===== config.mk =====
export PLATFORM = sky130hd
export DESIGN_NAME = sched_stage_tracker
export DESIGN_NICKNAME = d
export VERILOG_FILES = /design/src/rtl/sst_pkg.sv /design/src/rtl/sst_ctrl.sv /design/src/rtl/sst_table.sv /design/src/rtl/sched_stage_tracker.sv
export SDC_FILE = /design/constraint.sdc
export NUM_CORES = 1
export LEC_CHECK = 0
export ABC_CLOCK_PERIOD_IN_PS = 2800
export BUFFER_PORTS_ARGS = -buffer_cell sky130_fd_sc_hd__buf_2
export CAP_MARGIN = 20
export CORE_UTILIZATION = 57
export CTS_BUF_LIST = sky130_fd_sc_hd__clkbuf_4 sky130_fd_sc_hd__clkbuf_8 sky130_fd_sc_hd__clkbuf_16
export DETAILED_ROUTE_END_ITERATION = 8
export PLACE_DENSITY = 0.87
export SETUP_SLACK_MARGIN = 0.05
export SYNTH_ARGS = -nofsm -noshare
export SYNTH_HDL_FRONTEND = slang
export SYNTH_SLANG_ARGS = --single-unit

===== constraint.sdc =====
create_clock -name clk -period 2.8 [get_ports clk]
set_clock_uncertainty 0.15 [all_clocks]
set_input_delay 0.28 -clock clk [delete_from_list [all_inputs] [get_ports clk]]
set_output_delay 0.28 -clock clk [all_outputs]
set_load 0.01 [all_outputs]

===== src/rtl/sst_pkg.sv =====
package sst_pkg;

  typedef enum logic [1:0] {
    ST_WAIT  = 2'b00,
    ST_PEND  = 2'b01,
    ST_READY = 2'b10,
    ST_EXEC  = 2'b11
  } stage_e;

  typedef enum logic [2:0] {
    DC_OK     = 3'd0,
    DC_LOADQ  = 3'd1,
    DC_STOREQ = 3'd2,
    DC_BUFS   = 3'd3,
    DC_GROUP  = 3'd4
  } dcode_e;

  localparam int STRB_IDX_W = 8;

  typedef struct packed {
    logic                  alloc;
    logic [STRB_IDX_W-1:0] allocIdx;
    stage_e                initStage;
    logic                  issue;
    logic [STRB_IDX_W-1:0] issueIdx;
    logic                  wb;
    logic [STRB_IDX_W-1:0] wbIdx;
  } strobe_t;

endpackage


===== src/rtl/sst_ctrl.sv =====
module sst_ctrl
  import sst_pkg::*;
#(
  parameter int NUM_ENTRIES = 8,
  parameter int IDX_W = 3
) (
  input  logic                   clk,
  input  logic                   rstN,
  input  logic                   dispValid,
  input  logic                   dispLatKnown,
  input  logic                   dispOpsAvail,
  input  logic                   dispMemMet,
  input  logic                   dispIsLoad,
  input  logic                   dispIsStore,
  input  logic                   loadQFull,
  input  logic                   storeQFull,
  input  logic                   groupStall,
  input  logic [NUM_ENTRIES-1:0] validVec,
  input  logic                   issueValid,
  input  logic [IDX_W-1:0]       issueIdx,
  input  logic                   wbValid,
  input  logic [IDX_W-1:0]       wbIdx,
  output strobe_t                strb,
  output logic [2:0]             dispCode,
  output logic                   dispAccept,
  output logic [IDX_W-1:0]       dispIdx,
  output logic                   tokenStall,
  output logic                   dispToPend
);

  logic   tableFull;
  logic   [IDX_W-1:0] freeIdx;
  dcode_e code;
  stage_e initStage;

  assign tableFull = &validVec;

  // lowest free slot
  always_comb begin
    freeIdx = '0;
    for (int i = NUM_ENTRIES - 1; i >= 0; i--) begin
      if (!validVec[i]) freeIdx = IDX_W'(i);
    end
  end

  always_comb begin
    if (loadQFull && dispIsLoad)        code = DC_LOADQ;
    else if (storeQFull && dispIsStore) code = DC_STOREQ;
    else if (tableFull)                 code = DC_BUFS;
    else if (groupStall)                code = DC_GROUP;
    else                                code = DC_OK;
  end

  always_comb begin
    if (!dispLatKnown && !dispOpsAvail)  initStage = ST_WAIT;
    else if (dispOpsAvail && dispMemMet) initStage = ST_READY;
    else                                 initStage = ST_PEND;
  end

  assign dispCode   = code;
  assign dispAccept = dispValid && (code == DC_OK);
  assign dispIdx    = freeIdx;

  always_comb begin
    strb = '0;
    strb.alloc = dispAccept;
    strb.allocIdx[IDX_W-1:0] = freeIdx;
    strb.initStage = initStage;
    strb.issue = issueValid;
    strb.issueIdx[IDX_W-1:0] = issueIdx;
    strb.wb = wbValid;
    strb.wbIdx[IDX_W-1:0] = wbIdx;
  end

  always_ff @(posedge clk) begin
    if (!rstN) begin
      tokenStall <= 1'b0;
      dispToPend <= 1'b0;
    end else begin
      if (dispValid && (code == DC_LOADQ || code == DC_STOREQ || code == DC_BUFS))
        tokenStall <= 1'b1;
      dispToPend <= dispAccept && (initStage == ST_PEND);
    end
  end

  assert_no_accept_when_full_R2: assert property (@(posedge clk) disable iff (!rstN)
    dispAccept |-> !tableFull);

  assert_token_sticky_R9: assert property (@(posedge clk) disable iff (!rstN)
    tokenStall |=> tokenStall);

endmodule


===== src/rtl/sst_table.sv =====
module sst_table
  import sst_pkg::*;
#(
  parameter int NUM_ENTRIES = 8,
  parameter int IDX_W = 3
) (
  input  logic                     clk,
  input  logic                     rstN,
  input  strobe_t                  strb,
  input  logic [NUM_ENTRIES-1:0]   latKnownVec,
  input  logic [NUM_ENTRIES-1:0]   opsAvailVec,
  input  logic [NUM_ENTRIES-1:0]   memMetVec,
  output logic [NUM_ENTRIES-1:0]   validVec,
  output logic [2*NUM_ENTRIES-1:0] stageVec,
  output logic [NUM_ENTRIES-1:0]   enteredPendVec,
  output logic [NUM_ENTRIES-1:0]   enteredReadyVec
);

  for (genvar i = 0; i < NUM_ENTRIES; i++) begin : g_slot
    logic   validQ, validD, ePendQ, ePendD, eReadyQ, eReadyD;
    stage_e stageQ, stageD;
    logic   hitAlloc, hitIssue, hitWb, goReady;

    assign hitAlloc = strb.alloc && (strb.allocIdx == STRB_IDX_W'(i));
    assign hitIssue = strb.issue && (strb.issueIdx == STRB_IDX_W'(i));
    assign hitWb    = strb.wb && (strb.wbIdx == STRB_IDX_W'(i));
    assign goReady  = opsAvailVec[i] && memMetVec[i];

    always_comb begin
      validD  = validQ;
      stageD  = stageQ;
      ePendD  = 1'b0;
      eReadyD = 1'b0;
      if (hitAlloc) begin
        validD  = 1'b1;
        stageD  = strb.initStage;
        ePendD  = (strb.initStage != ST_WAIT);
        eReadyD = (strb.initStage == ST_READY);
      end else if (validQ) begin
        case (stageQ)
          ST_WAIT: if (latKnownVec[i] || opsAvailVec[i]) begin
            stageD  = goReady ? ST_READY : ST_PEND;
            ePendD  = 1'b1;
            eReadyD = goReady;
          end
          ST_PEND: if (goReady) begin
            stageD  = ST_READY;
            eReadyD = 1'b1;
          end
          ST_READY: if (hitIssue) stageD = ST_EXEC;
          default:  if (hitWb) validD = 1'b0;
        endcase
      end
    end

    always_ff @(posedge clk) begin
      if (!rstN) begin
        validQ  <= 1'b0;
        stageQ  <= ST_WAIT;
        ePendQ  <= 1'b0;
        eReadyQ <= 1'b0;
      end else begin
        validQ  <= validD;
        stageQ  <= stageD;
        ePendQ  <= ePendD;
        eReadyQ <= eReadyD;
      end
    end

    assign validVec[i]         = validQ;
    assign stageVec[2*i +: 2]  = stageQ;
    assign enteredPendVec[i]   = ePendQ;
    assign enteredReadyVec[i]  = eReadyQ;

    assert_exec_never_demoted_R7: assert property (@(posedge clk) disable iff (!rstN)
      (validQ && stageQ == ST_EXEC && !hitWb) |=> (validQ && stageQ == ST_EXEC));

    assert_ready_event_matches_R6: assert property (@(posedge clk) disable iff (!rstN)
      eReadyQ |-> (validQ && stageQ == ST_READY));

    assert_pend_event_valid_R6: assert property (@(posedge clk) disable iff (!rstN)
      ePendQ |-> (validQ && (stageQ == ST_PEND || stageQ == ST_READY)));
  end

  assert_alloc_free_slot_R2: assert property (@(posedge clk) disable iff (!rstN)
    strb.alloc |-> !validVec[strb.allocIdx[IDX_W-1:0]]);

endmodule


===== src/rtl/sched_stage_tracker.sv =====
module sched_stage_tracker
  import sst_pkg::*;
#(
  parameter int NUM_ENTRIES = 8,
  localparam int IDX_W = (NUM_ENTRIES > 1) ? $clog2(NUM_ENTRIES) : 1
) (
  input  logic                     clk,
  input  logic                     rstN,
  input  logic                     dispValid,
  input  logic                     dispLatKnown,
  input  logic                     dispOpsAvail,
  input  logic                     dispMemMet,
  input  logic                     dispIsLoad,
  input  logic                     dispIsStore,
  input  logic                     loadQFull,
  input  logic                     storeQFull,
  input  logic                     groupStall,
  input  logic [NUM_ENTRIES-1:0]   latKnownVec,
  input  logic [NUM_ENTRIES-1:0]   opsAvailVec,
  input  logic [NUM_ENTRIES-1:0]   memMetVec,
  input  logic                     issueValid,
  input  logic [IDX_W-1:0]         issueIdx,
  input  logic                     wbValid,
  input  logic [IDX_W-1:0]         wbIdx,
  output logic [2:0]               dispCode,
  output logic                     dispAccept,
  output logic [IDX_W-1:0]         dispIdx,
  output logic [NUM_ENTRIES-1:0]   validVec,
  output logic [2*NUM_ENTRIES-1:0] stageVec,
  output logic [NUM_ENTRIES-1:0]   enteredPendVec,
  output logic [NUM_ENTRIES-1:0]   enteredReadyVec,
  output logic                     tokenStall,
  output logic                     dispToPend
);

  strobe_t strb;

  sst_ctrl #(.NUM_ENTRIES(NUM_ENTRIES), .IDX_W(IDX_W)) ctrl_i (
    .clk(clk), .rstN(rstN),
    .dispValid(dispValid), .dispLatKnown(dispLatKnown), .dispOpsAvail(dispOpsAvail),
    .dispMemMet(dispMemMet), .dispIsLoad(dispIsLoad), .dispIsStore(dispIsStore),
    .loadQFull(loadQFull), .storeQFull(storeQFull), .groupStall(groupStall),
    .validVec(validVec), .issueValid(issueValid), .issueIdx(issueIdx),
    .wbValid(wbValid), .wbIdx(wbIdx), .strb(strb), .dispCode(dispCode),
    .dispAccept(dispAccept), .dispIdx(dispIdx), .tokenStall(tokenStall),
    .dispToPend(dispToPend)
  );

  sst_table #(.NUM_ENTRIES(NUM_ENTRIES), .IDX_W(IDX_W)) table_i (
    .clk(clk), .rstN(rstN), .strb(strb),
    .latKnownVec(latKnownVec), .opsAvailVec(opsAvailVec), .memMetVec(memMetVec),
    .validVec(validVec), .stageVec(stageVec),
    .enteredPendVec(enteredPendVec), .enteredReadyVec(enteredReadyVec)
  );

endmodule


==> key figures <==
Run status
  • Status: finished, final reports clean

Detailed routing
  • Final ANT Viol Nets: 0
  • Routed WL: just over 8000 um
  • Wire length per cell: 16.0 um
  • Initial DRC Count: 239
  • Pre-antenna DRT Iters: 5
  • DR DRC count: 0
  • Total number of vias: 3086
  • DR vias/cell: 5.98

Clocking
  • Clock-pin slew on the worst setup and hold paths: 0.08 ns
  • Clock buffer depth: 2
  • Post-CTS Setup Bufs: 0
  • CTS resizes: 0
  • CTS tree: built
  • CTS sink cnt: 42
  • CTS buffer count: 5
  • CTS Hold Buffers Added: 0
  • H-tree depth: 2
  • Root buffer cell: clkbuf_8
  • Worst skew pair latency: 0.31 ns

Floorplan
  • DIE AREA: about 5700 um2
  • Die height: 75.8 um
  • Die Wd: ~76 um
  • Row cnt: 26
  • Starting Density: 60.0%
  • Core Area: slightly above 5000 um2
  • # IOs: roughly 90

Synth
  • Top-area cell type share of the netlist area: 27.1%
  • Post-Syn Nets: 458
  • Cell taking the most area after synthesis: dfxtp_1
  • Netlist Area Pre-Place: between 3000 and 4000 um2
  • Commonest cells post-synth: dfxtp_1, a21oi_1, nand2_1
  • Number of flops mapped to enable cells by yosys: 0
  • Largest cells by area after synthesis: dfxtp_1, ha_1, buf_4, a21oi_1, nand2_1
  • Syn avg cell area: 8.11 um2
  • Seq/Total Area, Yosys: between 20% and 30%
  • Most used flip-flop cell after synthesis: dfxtp_1
  • Post-synth ARST share: 0%
  • Seq cells post-synth: 42
  • Cell variety after synth: 57
  • Cell with the most instances after synthesis: dfxtp_1
  • Synth Instances: 383
  • Ys Warns: 0

Placed design
  • Detailed Place HPWL: roughly 6200 um
  • Port bufs: slightly above 90
  • RePlAce Congestion: between 0.8 and 0.9

Global route
  • Global-route total usage across every layer: 29.3%
  • GRT overflow: 0
  • First-pass GRT wire length: between 10000 and 15000 um
  • Vias in the first global route: between 2000 and 3000
  • Initial antenna violation count: 0
  • Largest net degree at the start of global routing: 30

Power and ir drop
  • Worst VDD drop: about 0.22 mV
  • Power per cell area: approximately 350 nW/um2
  • Leakage: about 1.5 nW

Layout
  • Register Area: 841 um2
  • FILL cells: around 430
  • Multi-input combinational cell area: about 1900 um2
  • Share of layout cells above drive strength 1: a little over a quarter
  • Synthesis-to-layout area growth: 12.6%
  • N_diodes: 0
  • Nets: 520

Critical path
  • CP Launch Type: register
  • Endpoint class of the critical path: output pin
  • Crit Path Max Fanout: 11
  • Critical path class: register to output pin
  • Data arrival time of the worst path: 1.82 ns
  • WP data required: 2.37 ns

Timing
  • Setup TNS: 0 ns
  • FMAX: roughly 0.44 GHz
  • Tmin final: ~2.2 ns
  • RSZ-0062 raised after global routing: false
  • Setup-failing EPs final: 0
  • Slew margin rel.: between 30% and 40%
  • Fin crit share: about four fifths
  • WHS: between 0.08 and 0.09 ns
  • Final Hold Fails: 0
  • Max Slew Vio Count: 0
  • Worst slew pin tran: a little over 1 ns

Flow run
  • Max-Cap Viols: 0

Worst hold path
  • Worst min-delay path category: input port to register
-- through the flow --
stage / instance area, um2 / setup WS [ns] / total power [mW] / cells / utilization, %
after floorplan: 3110 / 0.868 / 0.715 / 383 / -
after global placement: 3400 / 0.831 / 0.786 / 508 / 65.8
after detailed placement: 3400 / 0.710 / 0.791 / 508 / 65.8
after CTS: 3500 / 0.593 / 1.21 / 516 / 67.6
after global routing: 3500 / 0.399 / 1.26 / 516 / 67.6
final: 3500 / 0.552 / 1.21 / 516 / 67.6
-- routing by layer --
layer | track usage (%) | part of all wire (%) | vias to the layer above
met4 | 11.5 | 2.7 | 0
met5 | 0 | 0 | -
met1 | 35.9 | 43 | 1438
li1 | - | - | 1474
met2 | 50.3 | 47 | 152
met3 | 5.82 | 7.7 | 22
-- where the power goes --
group          leakage, nW  internal [mW]  total [mW]  switching [mW]
logic                 1.11         0.0659       0.171           0.105
registers            0.339          0.603       0.611         0.00787
clock network       0.0517          0.209       0.432           0.223
-- worst paths after layout --
| kind | startpoint | end | slack, ns | depth (start not counted) |
|---|---|---|---|---|
| setup / recovery | table_i.g_slot[4].validQ | dispAccept | 0.55 | 5 |
| hold / removal | dispValid | ctrl_i.tokenStall | 0.09 | 3 |
| setup reg to reg | table_i.g_slot[1].stageQ[0] | table_i.g_slot[1].stageQ[0] | 0.68 | 7 |
| hold reg to reg | ctrl_i.tokenStall | ctrl_i.tokenStall | 0.33 | 2 |
-- cell families after synthesis --
kind of cell / synth area share, %
AND/OR/NAND/NOR: 21.6
AO/OA/AOI/OAI: 23.7
buffers and inverters: 10.6
flip-flops: 27.1
adder cells (fa/ha/maj): 12.9
multiplexers: 4.15
-- area by class of cell --
type                       count  share of cell area (%)
inverter                      22                    2.36
timing repair buffer          91                    13.0
sequential                    42                    24.0
clock inverter                 1                   0.143
clock buffer                   7                    2.58
multi-input combinational    283                    55.3
tap                           70                    2.50
-- flip-flops by register name, indices dropped and copies added (netlist names) --
name	flops
ctrl_i.tokenStall	1
ctrl_i.dispToPend	1
table_i.g_slot.validQ	8
table_i.g_slot.eReadyQ	8
table_i.g_slot.ePendQ	8
table_i.g_slot.stageQ	16
-- critical path, stage by stage (launching register included) --
cell and delay [ns]:
dfxtp_1 0.44, and4_1 0.28, a21boi_0 0.38, nand2_1 0.17, nor2_1 0.12, buf_2 0.13
-- cell usage in the layout (no fill, tap or decap), drive strengths merged, types with 3 or more instances in the layout --
| cell | n |
|---|---|
| buf | 91 |
| nand2b | 6 |
| clkbuf | 7 |
| mux2 | 7 |
| o211ai | 6 |
| inv | 22 |
| a22oi | 3 |
| o22ai | 3 |
| a31oi | 4 |
| nor3 | 5 |
| nor2 | 27 |
| nand2 | 34 |
| a211oi | 3 |
| or3 | 7 |
| nor2b | 6 |
| nor3b | 5 |
| mux2i | 5 |
| o2111ai | 6 |
| nand4 | 7 |
| o21ai | 24 |
| nand3 | 13 |
| or2 | 5 |
| ha | 32 |
| a21oi | 38 |
| o31ai | 5 |
| and2 | 4 |
| o21a | 6 |
| dfxtp | 42 |
No activity file was read; power rests on OpenSTA's default activity.
